==> config.mk <==
export PLATFORM = sky130hd
export DESIGN_NAME = ser_port_ctrl
export DESIGN_NICKNAME = d
export VERILOG_FILES = /design/src/rtl/serp_pkg.sv /design/src/rtl/ser_fifo.sv /design/src/rtl/ser_baud.sv /design/src/rtl/ser_tx.sv /design/src/rtl/ser_port_ctrl.sv
export SDC_FILE = /design/constraint.sdc
export NUM_CORES = 1
export LEC_CHECK = 0
export CAP_MARGIN = 20
export CORE_MARGIN = 1
export CORE_UTILIZATION = 43
export CTS_CLUSTER_SIZE = 24
export DETAILED_ROUTE_END_ITERATION = 12
export PLACE_DENSITY_LB_ADDON = 0.2
export SYNTH_ARGS = -nofsm -noshare
export SYNTH_HDL_FRONTEND = slang
export SYNTH_SLANG_ARGS = --single-unit
==> constraint.sdc <==
create_clock -name clk_i -period 5.1 [get_ports clk_i]
set_clock_uncertainty 0.2 [all_clocks]
set_input_delay 0.51 -clock clk_i [delete_from_list [all_inputs] [get_ports clk_i]]
set_output_delay 0.51 -clock clk_i [all_outputs]
set_load 0.02 [all_outputs]
==> src/rtl/serp_pkg.sv <==
package serp_pkg;

    localparam int FIFO_DEPTH = 8;
    localparam int DATA_W     = 8;
    localparam int DIV_W      = 16;
    localparam int ADDR_W     = 7;

    typedef enum logic [ADDR_W-1:0] {
        OFF_IRQ  = 7'h00,
        OFF_ENB  = 7'h04,
        OFF_DATA = 7'h40,
        OFF_IER  = 7'h44,
        OFF_IIR  = 7'h48,
        OFF_LCR  = 7'h4C,
        OFF_MCR  = 7'h50,
        OFF_LSR  = 7'h54,
        OFF_MSR  = 7'h58,
        OFF_SCR  = 7'h5C,
        OFF_CNTL = 7'h60,
        OFF_STAT = 7'h64,
        OFF_BAUD = 7'h68
    } reg_off_e;

    // line control: bit7 divider access, bit6 break, bit0 eight-bit width
    typedef struct packed {
        logic       div_access;
        logic       brk;
        logic [4:0] spare;
        logic       eight;
    } line_ctl_t;

    // extra control: [5:4] rts level code, 3 auto cts, 2 auto rts, 1 tx, 0 rx
    typedef struct packed {
        logic [1:0] rts_lvl;
        logic       auto_cts;
        logic       auto_rts;
        logic       tx_en;
        logic       rx_en;
    } xctl_t;

    function automatic logic [3:0] rts_threshold(input logic [1:0] code);
        return 4'd4 + {2'b00, code};
    endfunction

endpackage

==> src/rtl/ser_fifo.sv <==
module ser_fifo #(
    parameter int W     = 8,
    parameter int DEPTH = 8
) (
    input  logic                         clk_i,
    input  logic                         rst_i,
    input  logic                         flush_i,
    input  logic                         push_i,
    input  logic [W-1:0]                 din_i,
    input  logic                         pop_i,
    output logic [W-1:0]                 dout_o,
    output logic                         full_o,
    output logic                         empty_o,
    output logic [$clog2(DEPTH+1)-1:0]   level_o
);
    localparam int AW = $clog2(DEPTH);
    localparam int LW = $clog2(DEPTH+1);

    logic [W-1:0]  mem [DEPTH];
    logic [AW-1:0] rptr, wptr;
    logic [LW-1:0] count;
    logic          do_push, do_pop;

    assign full_o  = (count == LW'(DEPTH));
    assign empty_o = (count == '0);
    assign level_o = count;
    assign dout_o  = mem[rptr];
    assign do_pop  = pop_i && !empty_o;
    assign do_push = push_i && (!full_o || pop_i);

    function automatic logic [AW-1:0] bump(input logic [AW-1:0] p);
        return (p == AW'(DEPTH-1)) ? '0 : p + 1'b1;
    endfunction

    always_ff @(posedge clk_i) begin
        if (rst_i || flush_i) begin
            rptr  <= '0;
            wptr  <= '0;
            count <= '0;
        end else begin
            if (do_push) begin
                mem[wptr] <= din_i;
                wptr      <= bump(wptr);
            end
            if (do_pop) rptr <= bump(rptr);
            if (do_push && !do_pop)      count <= count + 1'b1;
            else if (do_pop && !do_push) count <= count - 1'b1;
        end
    end

    a_r6_level_bound: assert property (@(posedge clk_i) disable iff (rst_i)
        count <= LW'(DEPTH));

    a_r6_full_holds: assert property (@(posedge clk_i) disable iff (rst_i)
        (full_o && push_i && !pop_i && !flush_i) |=> full_o);

endmodule

==> src/rtl/ser_baud.sv <==
module ser_baud #(
    parameter int W = 16
) (
    input  logic         clk_i,
    input  logic         rst_i,
    input  logic [W-1:0] div_i,
    output logic         tick_o
);
    logic [W-1:0] cnt;

    // ">=" keeps a lowered divider from waiting for a full wrap
    assign tick_o = (cnt >= div_i);

    always_ff @(posedge clk_i) begin
        if (rst_i || tick_o) cnt <= '0;
        else                 cnt <= cnt + 1'b1;
    end
endmodule

==> src/rtl/ser_tx.sv <==
module ser_tx #(
    parameter int DW = 8
) (
    input  logic          clk_i,
    input  logic          rst_i,
    input  logic          tick_i,
    input  logic          go_i,
    input  logic          eight_i,
    input  logic          brk_i,
    input  logic [DW-1:0] data_i,
    output logic          pop_o,
    output logic          busy_o,
    output logic          txd_o
);
    localparam int CW = $clog2(DW + 3);

    logic [DW+1:0] shreg;
    logic [CW-1:0] left;
    logic [2:0]    sub;

    assign pop_o = go_i && !busy_o;
    assign txd_o = brk_i ? 1'b0 : (busy_o ? shreg[0] : 1'b1);

    always_ff @(posedge clk_i) begin
        if (rst_i) begin
            busy_o <= 1'b0;
            shreg  <= '1;
            left   <= '0;
            sub    <= '0;
        end else if (pop_o) begin
            busy_o <= 1'b1;
            sub    <= '0;
            shreg  <= eight_i ? {1'b1, data_i, 1'b0}
                              : {2'b11, data_i[DW-2:0], 1'b0};
            left   <= eight_i ? CW'(DW + 1) : CW'(DW);
        end else if (busy_o && tick_i) begin
            sub <= sub + 1'b1;
            if (sub == 3'd7) begin
                if (left == '0) begin
                    busy_o <= 1'b0;
                end else begin
                    shreg <= {1'b1, shreg[DW+1:1]};
                    left  <= left - 1'b1;
                end
            end
        end
    end

    a_r4_frame_starts_low: assert property (@(posedge clk_i) disable iff (rst_i)
        (pop_o && !brk_i) |=> (!txd_o || brk_i));

endmodule

==> src/rtl/ser_port_ctrl.sv <==
module ser_port_ctrl
    import serp_pkg::*;
#(
    parameter int DEPTH = FIFO_DEPTH
) (
    input  logic              clk_i,
    input  logic              rst_i,
    input  logic [ADDR_W-1:0] reg_addr_i,
    input  logic              reg_wr_i,
    input  logic              reg_rd_i,
    input  logic [DIV_W-1:0]  reg_wdata_i,
    output logic [31:0]       reg_rdata_o,
    input  logic              rx_strobe_i,
    input  logic [DATA_W-1:0] rx_byte_i,
    output logic              rx_enable_o,
    output logic              rx_eight_o,
    output logic              os_tick_o,
    output logic              txd_o,
    output logic              rts_n_o,
    input  logic              cts_n_i,
    output logic              irq_o
);
    localparam int LW = $clog2(DEPTH + 1);

    logic              enb, mcr_rts, ovr;
    logic [1:0]        ier;
    line_ctl_t         lcr;
    xctl_t             xctl;
    logic [DATA_W-1:0] scratch;
    logic [DIV_W-1:0]  divider;
    reg_off_e          off;
    logic              is_port, wr_ok, rd_ok;

    logic              tx_push, tx_pop, tx_flush, tx_full, tx_empty, tx_busy, tx_go;
    logic              rx_push, rx_pop, rx_flush, rx_full, rx_empty;
    logic [DATA_W-1:0] tx_dout, rx_dout, rx_din;
    logic [LW-1:0]     tx_lvl, rx_lvl;
    logic              tick, rx_cause, tx_cause, irq_pend;
    logic [1:0]        iid;

    assign off     = reg_off_e'(reg_addr_i);
    assign is_port = (reg_addr_i >= 7'h40);
    assign wr_ok   = reg_wr_i && (enb || !is_port);
    assign rd_ok   = reg_rd_i && enb;

    // queue control
    assign tx_push  = wr_ok && off == OFF_DATA && !lcr.div_access;
    assign rx_pop   = rd_ok && off == OFF_DATA && !lcr.div_access;
    assign rx_flush = wr_ok && off == OFF_IIR && reg_wdata_i[1];
    assign tx_flush = wr_ok && off == OFF_IIR && reg_wdata_i[2];
    assign rx_push  = rx_strobe_i && enb && xctl.rx_en;
    assign rx_din   = lcr.eight ? rx_byte_i : {1'b0, rx_byte_i[DATA_W-2:0]};
    assign tx_go    = enb && xctl.tx_en && !tx_empty && (!xctl.auto_cts || !cts_n_i);

    ser_fifo #(.W(DATA_W), .DEPTH(DEPTH)) u_txq (
        .clk_i, .rst_i, .flush_i(tx_flush), .push_i(tx_push),
        .din_i(reg_wdata_i[DATA_W-1:0]), .pop_i(tx_pop), .dout_o(tx_dout),
        .full_o(tx_full), .empty_o(tx_empty), .level_o(tx_lvl));

    ser_fifo #(.W(DATA_W), .DEPTH(DEPTH)) u_rxq (
        .clk_i, .rst_i, .flush_i(rx_flush), .push_i(rx_push),
        .din_i(rx_din), .pop_i(rx_pop), .dout_o(rx_dout),
        .full_o(rx_full), .empty_o(rx_empty), .level_o(rx_lvl));

    ser_baud #(.W(DIV_W)) u_baud (
        .clk_i, .rst_i, .div_i(divider), .tick_o(tick));

    ser_tx #(.DW(DATA_W)) u_tx (
        .clk_i, .rst_i, .tick_i(tick), .go_i(tx_go), .eight_i(lcr.eight),
        .brk_i(lcr.brk), .data_i(tx_dout), .pop_o(tx_pop), .busy_o(tx_busy),
        .txd_o(txd_o));

    // register writes
    always_ff @(posedge clk_i) begin
        if (rst_i) begin
            enb     <= 1'b0;
            ier     <= '0;
            lcr     <= '0;
            mcr_rts <= 1'b0;
            scratch <= '0;
            xctl    <= 6'b00_0011;
            divider <= '0;
        end else if (wr_ok) begin
            case (off)
                OFF_ENB:  enb <= reg_wdata_i[0];
                OFF_DATA: if (lcr.div_access) divider[7:0] <= reg_wdata_i[7:0];
                OFF_IER:  if (lcr.div_access) divider[15:8] <= reg_wdata_i[7:0];
                          else ier <= reg_wdata_i[1:0];
                OFF_LCR:  lcr     <= line_ctl_t'(reg_wdata_i[7:0]);
                OFF_MCR:  mcr_rts <= reg_wdata_i[1];
                OFF_SCR:  scratch <= reg_wdata_i[7:0];
                OFF_CNTL: xctl    <= xctl_t'(reg_wdata_i[5:0]);
                OFF_BAUD: divider <= reg_wdata_i;
                default: ;
            endcase
        end
    end

    // overrun: set wins over the clearing read
    always_ff @(posedge clk_i) begin
        if (rst_i)                                      ovr <= 1'b0;
        else if (rx_push && rx_full && !rx_pop && !rx_flush) ovr <= 1'b1;
        else if (rd_ok && off == OFF_LSR)               ovr <= 1'b0;
    end

    // interrupt causes, receive first
    assign rx_cause = ier[0] && !rx_empty;
    assign tx_cause = ier[1] && tx_empty;
    assign irq_pend = enb && (rx_cause || tx_cause);
    assign iid      = rx_cause ? 2'b10 : (tx_cause ? 2'b01 : 2'b00);
    assign irq_o    = irq_pend;

    assign rts_n_o     = !(xctl.auto_rts ? (4'(rx_lvl) < rts_threshold(xctl.rts_lvl)) : mcr_rts);
    assign rx_enable_o = enb && xctl.rx_en;
    assign rx_eight_o  = lcr.eight;
    assign os_tick_o   = tick;

    always_comb begin
        reg_rdata_o = '0;
        if (enb || !is_port) begin
            case (off)
                OFF_IRQ:  reg_rdata_o[0]     = irq_pend;
                OFF_ENB:  reg_rdata_o[0]     = enb;
                OFF_DATA: reg_rdata_o[7:0]   = lcr.div_access ? divider[7:0] : rx_dout;
                OFF_IER:  reg_rdata_o[7:0]   = lcr.div_access ? divider[15:8] : {6'b0, ier};
                OFF_IIR:  reg_rdata_o[7:0]   = {2'b11, 3'b000, iid, !irq_pend};
                OFF_LCR:  reg_rdata_o[7:0]   = lcr;
                OFF_MCR:  reg_rdata_o[1]     = mcr_rts;
                OFF_LSR:  reg_rdata_o[7:0]   = {1'b0, tx_empty && !tx_busy, !tx_full,
                                                3'b000, ovr, !rx_empty};
                OFF_MSR:  reg_rdata_o[4]     = !cts_n_i;
                OFF_SCR:  reg_rdata_o[7:0]   = scratch;
                OFF_CNTL: reg_rdata_o[5:0]   = xctl;
                OFF_STAT: begin
                    reg_rdata_o[27:24] = 4'(tx_lvl);
                    reg_rdata_o[19:16] = 4'(rx_lvl);
                end
                OFF_BAUD: reg_rdata_o[15:0]  = divider;
                default: ;
            endcase
        end
    end

    a_r2_gated_read: assert property (@(posedge clk_i) disable iff (rst_i)
        (!enb && reg_rd_i && reg_addr_i >= 7'h40) |-> (reg_rdata_o == '0));

    a_r12_cts_hold: assert property (@(posedge clk_i) disable iff (rst_i)
        (xctl.auto_cts && cts_n_i && !tx_busy) |=> !tx_busy);

    a_r13_break_low: assert property (@(posedge clk_i) disable iff (rst_i)
        lcr.brk |-> !txd_o);

    a_r7_overrun_flag: assert property (@(posedge clk_i) disable iff (rst_i)
        (rx_push && rx_full && !rx_pop && !rx_flush) |=> ovr);

endmodule

-- Word level (Yosys, flattened, before mapping)
Memory sizes are Yosys's and may differ from the RTL's. A register that Yosys moved wholly into a read port is not among the register bits.
Index checks and enable logic that the tools add are counted.
- register bits: 97
- memory bits (writable): 128
- input bits: 37
- output and inout port bits: 38
- word-level logic and storage cells: 204
- memories: 2
- $add $sub $neg: 12
- order comparisons: 3
- equality and inequality tests: 22
- mux-type cells: 56
- bitwise operators: 1
- reductions and logical operators: 81
- memories (name ; words ; width ; rd ports ; clocked after Yosys merged registers in ; write ports ; line ; text):
    u_rxq.mem ; 8 ; 8 ; 1 ; 1 ; 1 ; ser_fifo.sv:19 ; logic [W-1:0] mem [DEPTH];
    u_txq.mem ; 8 ; 8 ; 1 ; 1 ; 1 ; ser_fifo.sv:19 ;
- operators by type and width (kind ; count):
    equality test 7 bit, second input constant ; 11
    two-way mux 4 bit ; 11
    two-way mux 10 bit ; 4
    two-way mux 8 bit ; 5
    logical AND 1 bit ; 33
    case mux 8 bit (2 select lines) ; 2
    case mux 2 bit (7 select lines) ; 2
    two-way mux 3 bit ; 8
    two-way mux 20 bit ; 1
    zero test 1 bit ; 17
    two-way mux 1 bit ; 17
    adder 16 x 1 -> 16 bit, second input constant ; 1
    >= comparator 16 bit ; 1
    nonzero test 2 bit ; 8
    adder 3 x 1 -> 3 bit, second input constant ; 5
    equality test 3 bit, second input constant ; 5
    AND reduction 3 bit ; 5
    case mux 1 bit (7 select lines) ; 2
    zero test 4 bit ; 3
    subtractor 4 x 1 -> 4 bit, second input constant ; 3
    case mux 1 bit (10 select lines) ; 1
    AND reduction 2 bit ; 5
    two-way mux 9 bit ; 1
    case mux 1 bit (9 select lines) ; 1
    other kinds (12) ; 23

-- Longest topological paths before layout
Gate-level depths: netlist of run 1.
- word-level depth: 11
- mapped depth: 14
- depth with buffers taken out: 13

-- Modules after synthesis
Synthesis of run 1 repeated with hierarchy kept, for this count alone.
- cell total of the unflattened synthesis: 929
- area total of the unflattened synthesis: 11338.4 µm²
- by module, submodules not included (module ; instances ; cells each ; area an instance (µm²) ; sequential area each (µm²)):
    ser_fifo ; 2 ; 173 ; 3120.5 ; 2182.1
    ser_port_ctrl ; 1 ; 354 ; 3055.4 ; 860.8
    ser_baud ; 1 ; 127 ; 1092.3 ; 320.3
    ser_tx ; 1 ; 102 ; 949.7 ; 340.3

-- Worst setup path before layout of run 1
No wires, ideal clock.
- path type: input to output
- from: input reg_addr_i[5]
- to: output reg_rdata_o[5]
- arrival: 2734 ps
- data required time: 4390 ps
- slack: 1656 ps
- cell stages on the path: 6
- path buffers: 1
- cells stage by stage: clkbuf_1 nor3b_1 nand3_1 o21ai_0 nor4_1 a2111oi_0
- cells in the longest elaborated chain, start to end: 4
- elaborated cells between the ends (all ways): 12
- those cells by class: 1 x order compare; 7 x eq/ne; 2 x mux; 2 x reduce/logical
- ends and longest elaborated chain (what ; line ; text):
    start: declaration ; ser_port_ctrl.sv:8 ; input logic [ADDR_W-1:0] reg_addr_i,
    >= comparator 7 bit ; ser_port_ctrl.sv:42 ; assign is_port = (reg_addr_i >= 7'h40);
    zero test 1 bit ; ser_port_ctrl.sv:120 ; if (enb || !is_port) begin
    logical OR 1 bit ; ser_port_ctrl.sv:120 ;
    two-way mux 20 bit * ; ser_port_ctrl.sv:120 ;
    end: declaration ; ser_port_ctrl.sv:12 ; output logic [31:0] reg_rdata_o,
Mark *: on every way between the ends. The rest lies on a longest branch, timed or not.

-- Final worst setup path of run 1
- from: input reg_addr_i[3]
- to: output reg_rdata_o[4]
The elaborated chain is that of the path after synthesis.

==> results.sh, run 1 <==
export IMPL_first_pass_iters=5
export IMPL_ys_warn_count=0
export IMPL_final_cell_mix="edfxtp_1 (128), nor2_1 (109), dfxtp_1 (102), clkdlybuf4s50_1 (65), nand2_1 (58)"
export IMPL_synth_area_mm2=0.0107
export IMPL_cap_viol_max_count=0
export IMPL_synthToLayoutAreaGrowth_pct=18.5
export IMPL_die_w_um=160
export IMPL_worstPathMaxFanout=13
export IMPL_io_buffers=66
export IMPL_final_nets=1067
export IMPL_grt_max_degree=66
export IMPL_synth_cell_type_count=62
export IMPL_hold_viol=0
export IMPL_synthCells=914
export IMPL_io_pins=75
export IMPL_crit_family="buffers and inverters"
export IMPL_grt_pass1_vias=7378
export IMPL_worstPathCellList="clkdlybuf4s50_1 -> nor4b_4 -> nand2_1 -> a21boi_0 -> nand2_1 -> a221oi_1 -> clkdlybuf4s50_1"
export IMPL_clk_pin_slew_ns=0.06
export IMPL_multi_input_area_mm2=0.00445
export IMPL_drive_gt1_share_pct=11.9
export IMPL_cp_required_ns=4.39
export IMPL_grt_overflow=0
export IMPL_yosys_register_bits=230
export IMPL_drv_slew=0
export IMPL_post_cts_resized=0
export IMPL_initial_utilization_pct=44.0
export IMPL_cpMaxStageDelayCell="clkdlybuf4s50_1"
export IMPL_drt_initial_drc_count=395
export IMPL_insertion_delay_ns=0.54
export IMPL_finalSetupViolCount=0
export IMPL_std_cell_rows=57
export IMPL_fp_dieH_um=160
export IMPL_synth_edf_count=128
export IMPL_start_kind="primary input"
export IMPL_final_area_mm2=0.0127
export IMPL_viasPerCell=5.44
export IMPL_ys_seq_area_share_pct=55.1
export IMPL_vias=7274
export IMPL_final_util_pct=52.1
export IMPL_critPathKind="primary input to output port"
export IMPL_clock_sinks=230
export IMPL_max_slew_worst_pin_slew_ns=0.815
export IMPL_wl_per_cell_um=19.4
export IMPL_fmax_mhz=227
export IMPL_finalCritPeriodShare_pct=86.3
export IMPL_cts_root_buffer="clkbuf_16"
export IMPL_cts_buffers=26
export IMPL_critPathArrivalTime_ns=3.69
export IMPL_cts_hold_fix_buffers=0
export IMPL_antenna_found_initial=0
export IMPL_post_dp_cell_area_mm2=0.0118
export IMPL_n_fill_cell=2109
export IMPL_avgSynthCellArea_um2=11.7
export IMPL_regArea_mm2=0.00589
export IMPL_dpl_hpwl_um=18100
export IMPL_max_slew_margin_rel_pct=45.6
export IMPL_drt_total_wl_um=25900
export IMPL_status="complete, no violations"
export IMPL_ir_drop_v=0.000264
export IMPL_drc=0
export IMPL_worst_path_buf_inv=2
export IMPL_grt_pass1_wl_um=41100
export IMPL_power_density_mw_per_mm2=320
export IMPL_die_area_mm2=0.0255
export IMPL_layout_min_cycle_time_ns=4.40
export IMPL_async_flop_share_pct=0
export IMPL_rsz0062_at_grt="false"
export IMPL_drtAntennaViolNets=0
export IMPL_min_path_type="flip-flop to flip-flop"
export IMPL_place_congestion=0.932
export IMPL_p_leak_nw=4.13
export IMPL_max_stage_delay_ns=0.86
export IMPL_end_kind="output port"
export IMPL_synthFlopType="edfxtp_1"
export IMPL_cts_htree_levels=1
export IMPL_setup_tns_final_ns=0
export IMPL_fp_coreArea_mm2=0.0243
export IMPL_cts_tree="yes"
export IMPL_grt_usage_pct=20.7
export IMPL_cts_buffer_depth=3
export IMPL_cts_setup_buffers=0
export IMPL_final_common_cell="edfxtp_1"
report_power, final:
part           total [mW]  internal [mW]  switching (mW)  leakage (nW)
logic               0.119         0.0406          0.0784          1.72
registers            1.95           1.95        0.000700          1.97
clock network        1.98           1.22           0.754         0.443
total                4.05           3.22           0.833          4.13
Yosys cell counts (all sizes together) (7+ instances only):
library cell	count	area share (%)
clkbuf	31	1.1
mux2i	57	5.3
a211oi	13	0.91
xor2	8	0.66
nor2b	7	0.41
ha	36	4.2
nor2	110	3.9
inv	34	1.2
nand3	39	1.9
xnor2	13	1.1
nand2b	10	0.59
a21boi	8	0.56
buf	23	1.3
nor3	34	1.6
edfxtp	128	36
o21ai	15	0.70
a21oi	44	2.1
mux4	32	6.7
a221oi	10	0.82
nand2	58	2.0
and2	14	0.82
dfxtp	102	19
cells by family (layout without fill, tap and decap cells):
kind of cell             count (synthesis)  count (layout)  synth area share, %
AND/OR/NAND/NOR                        313             313                 14.3
flip-flops                             230             230                 55.1
AO/OA/AOI/OAI                          129             129                 8.07
multiplexers                            94              94                 12.6
buffers and inverters                   88             179                 3.58
adder cells (fa/ha/maj)                 38              38                 4.59
XOR/XNOR                                21              21                 1.72
other                                    1               9               0.0351
routing by layer:
metal  up-vias  share of wire [%]  GRT usage [%]
li1       3521                  -              -
met1      3507                 44           27.4
met2       189                 48           35.0
met3        57                4.9           3.01
met4         0                3.1           6.60
met5         -                  0              0
layout make-up:
type,count,area share [%]
Timing Repair Buffer,97,7.01
Inverter,34,1.01
Sequential cell,230,46.5
Multi-Input combinational cell,603,35.1
Clock buffer,34,5.53
Tap cell,324,3.20
Antenna cell,1,0.0198
Clock inverter,14,1.66
final timing paths:
kind	start	endpoint	slack, ns	cells after the start
worst max-delay path	reg_addr_i[3]	reg_rdata_o[4]	0.70	7
worst min-delay path	u_tx.shreg[1]	u_tx.shreg[0]	0.26	1
worst max register to register	lcr[7]	u_rxq.level_o[3]	1.89	13
worst min register to register	u_tx.shreg[1]	u_tx.shreg[0]	0.26	1
state kept, by name, summed over array words and instances (netlist names), 4 cells and up, named ones only:
register       count
u_baud.cnt        16
lcr                7
u_tx.left          4
xctl               6
u_txq.level_o      4
divider           16
u_rxq.level_o      4
u_tx.shreg         9
u_rxq.mem         64
scratch            8
u_txq.mem         64
stage by stage:
step	hold WS (ns)	total power, mW	setup slack [ns]	cells
finish	0.263	4.05	0.696	1337
floorplan	0.230	2.05	1.66	921
CTS	0.262	4.09	0.751	1336
global placement	0.243	2.11	0.774	1288
global route	0.269	4.17	0.465	1336
detailed placement	0.249	2.11	0.753	1288
(Power assumes the default switching activity.)
==> inputs of run 2 (changes only) <==
- ABC_CLOCK_PERIOD_IN_PS: not set -> 5100
==> results of run 2 <==
No change in the layout: final DEF, timing and power equal those of run 1.
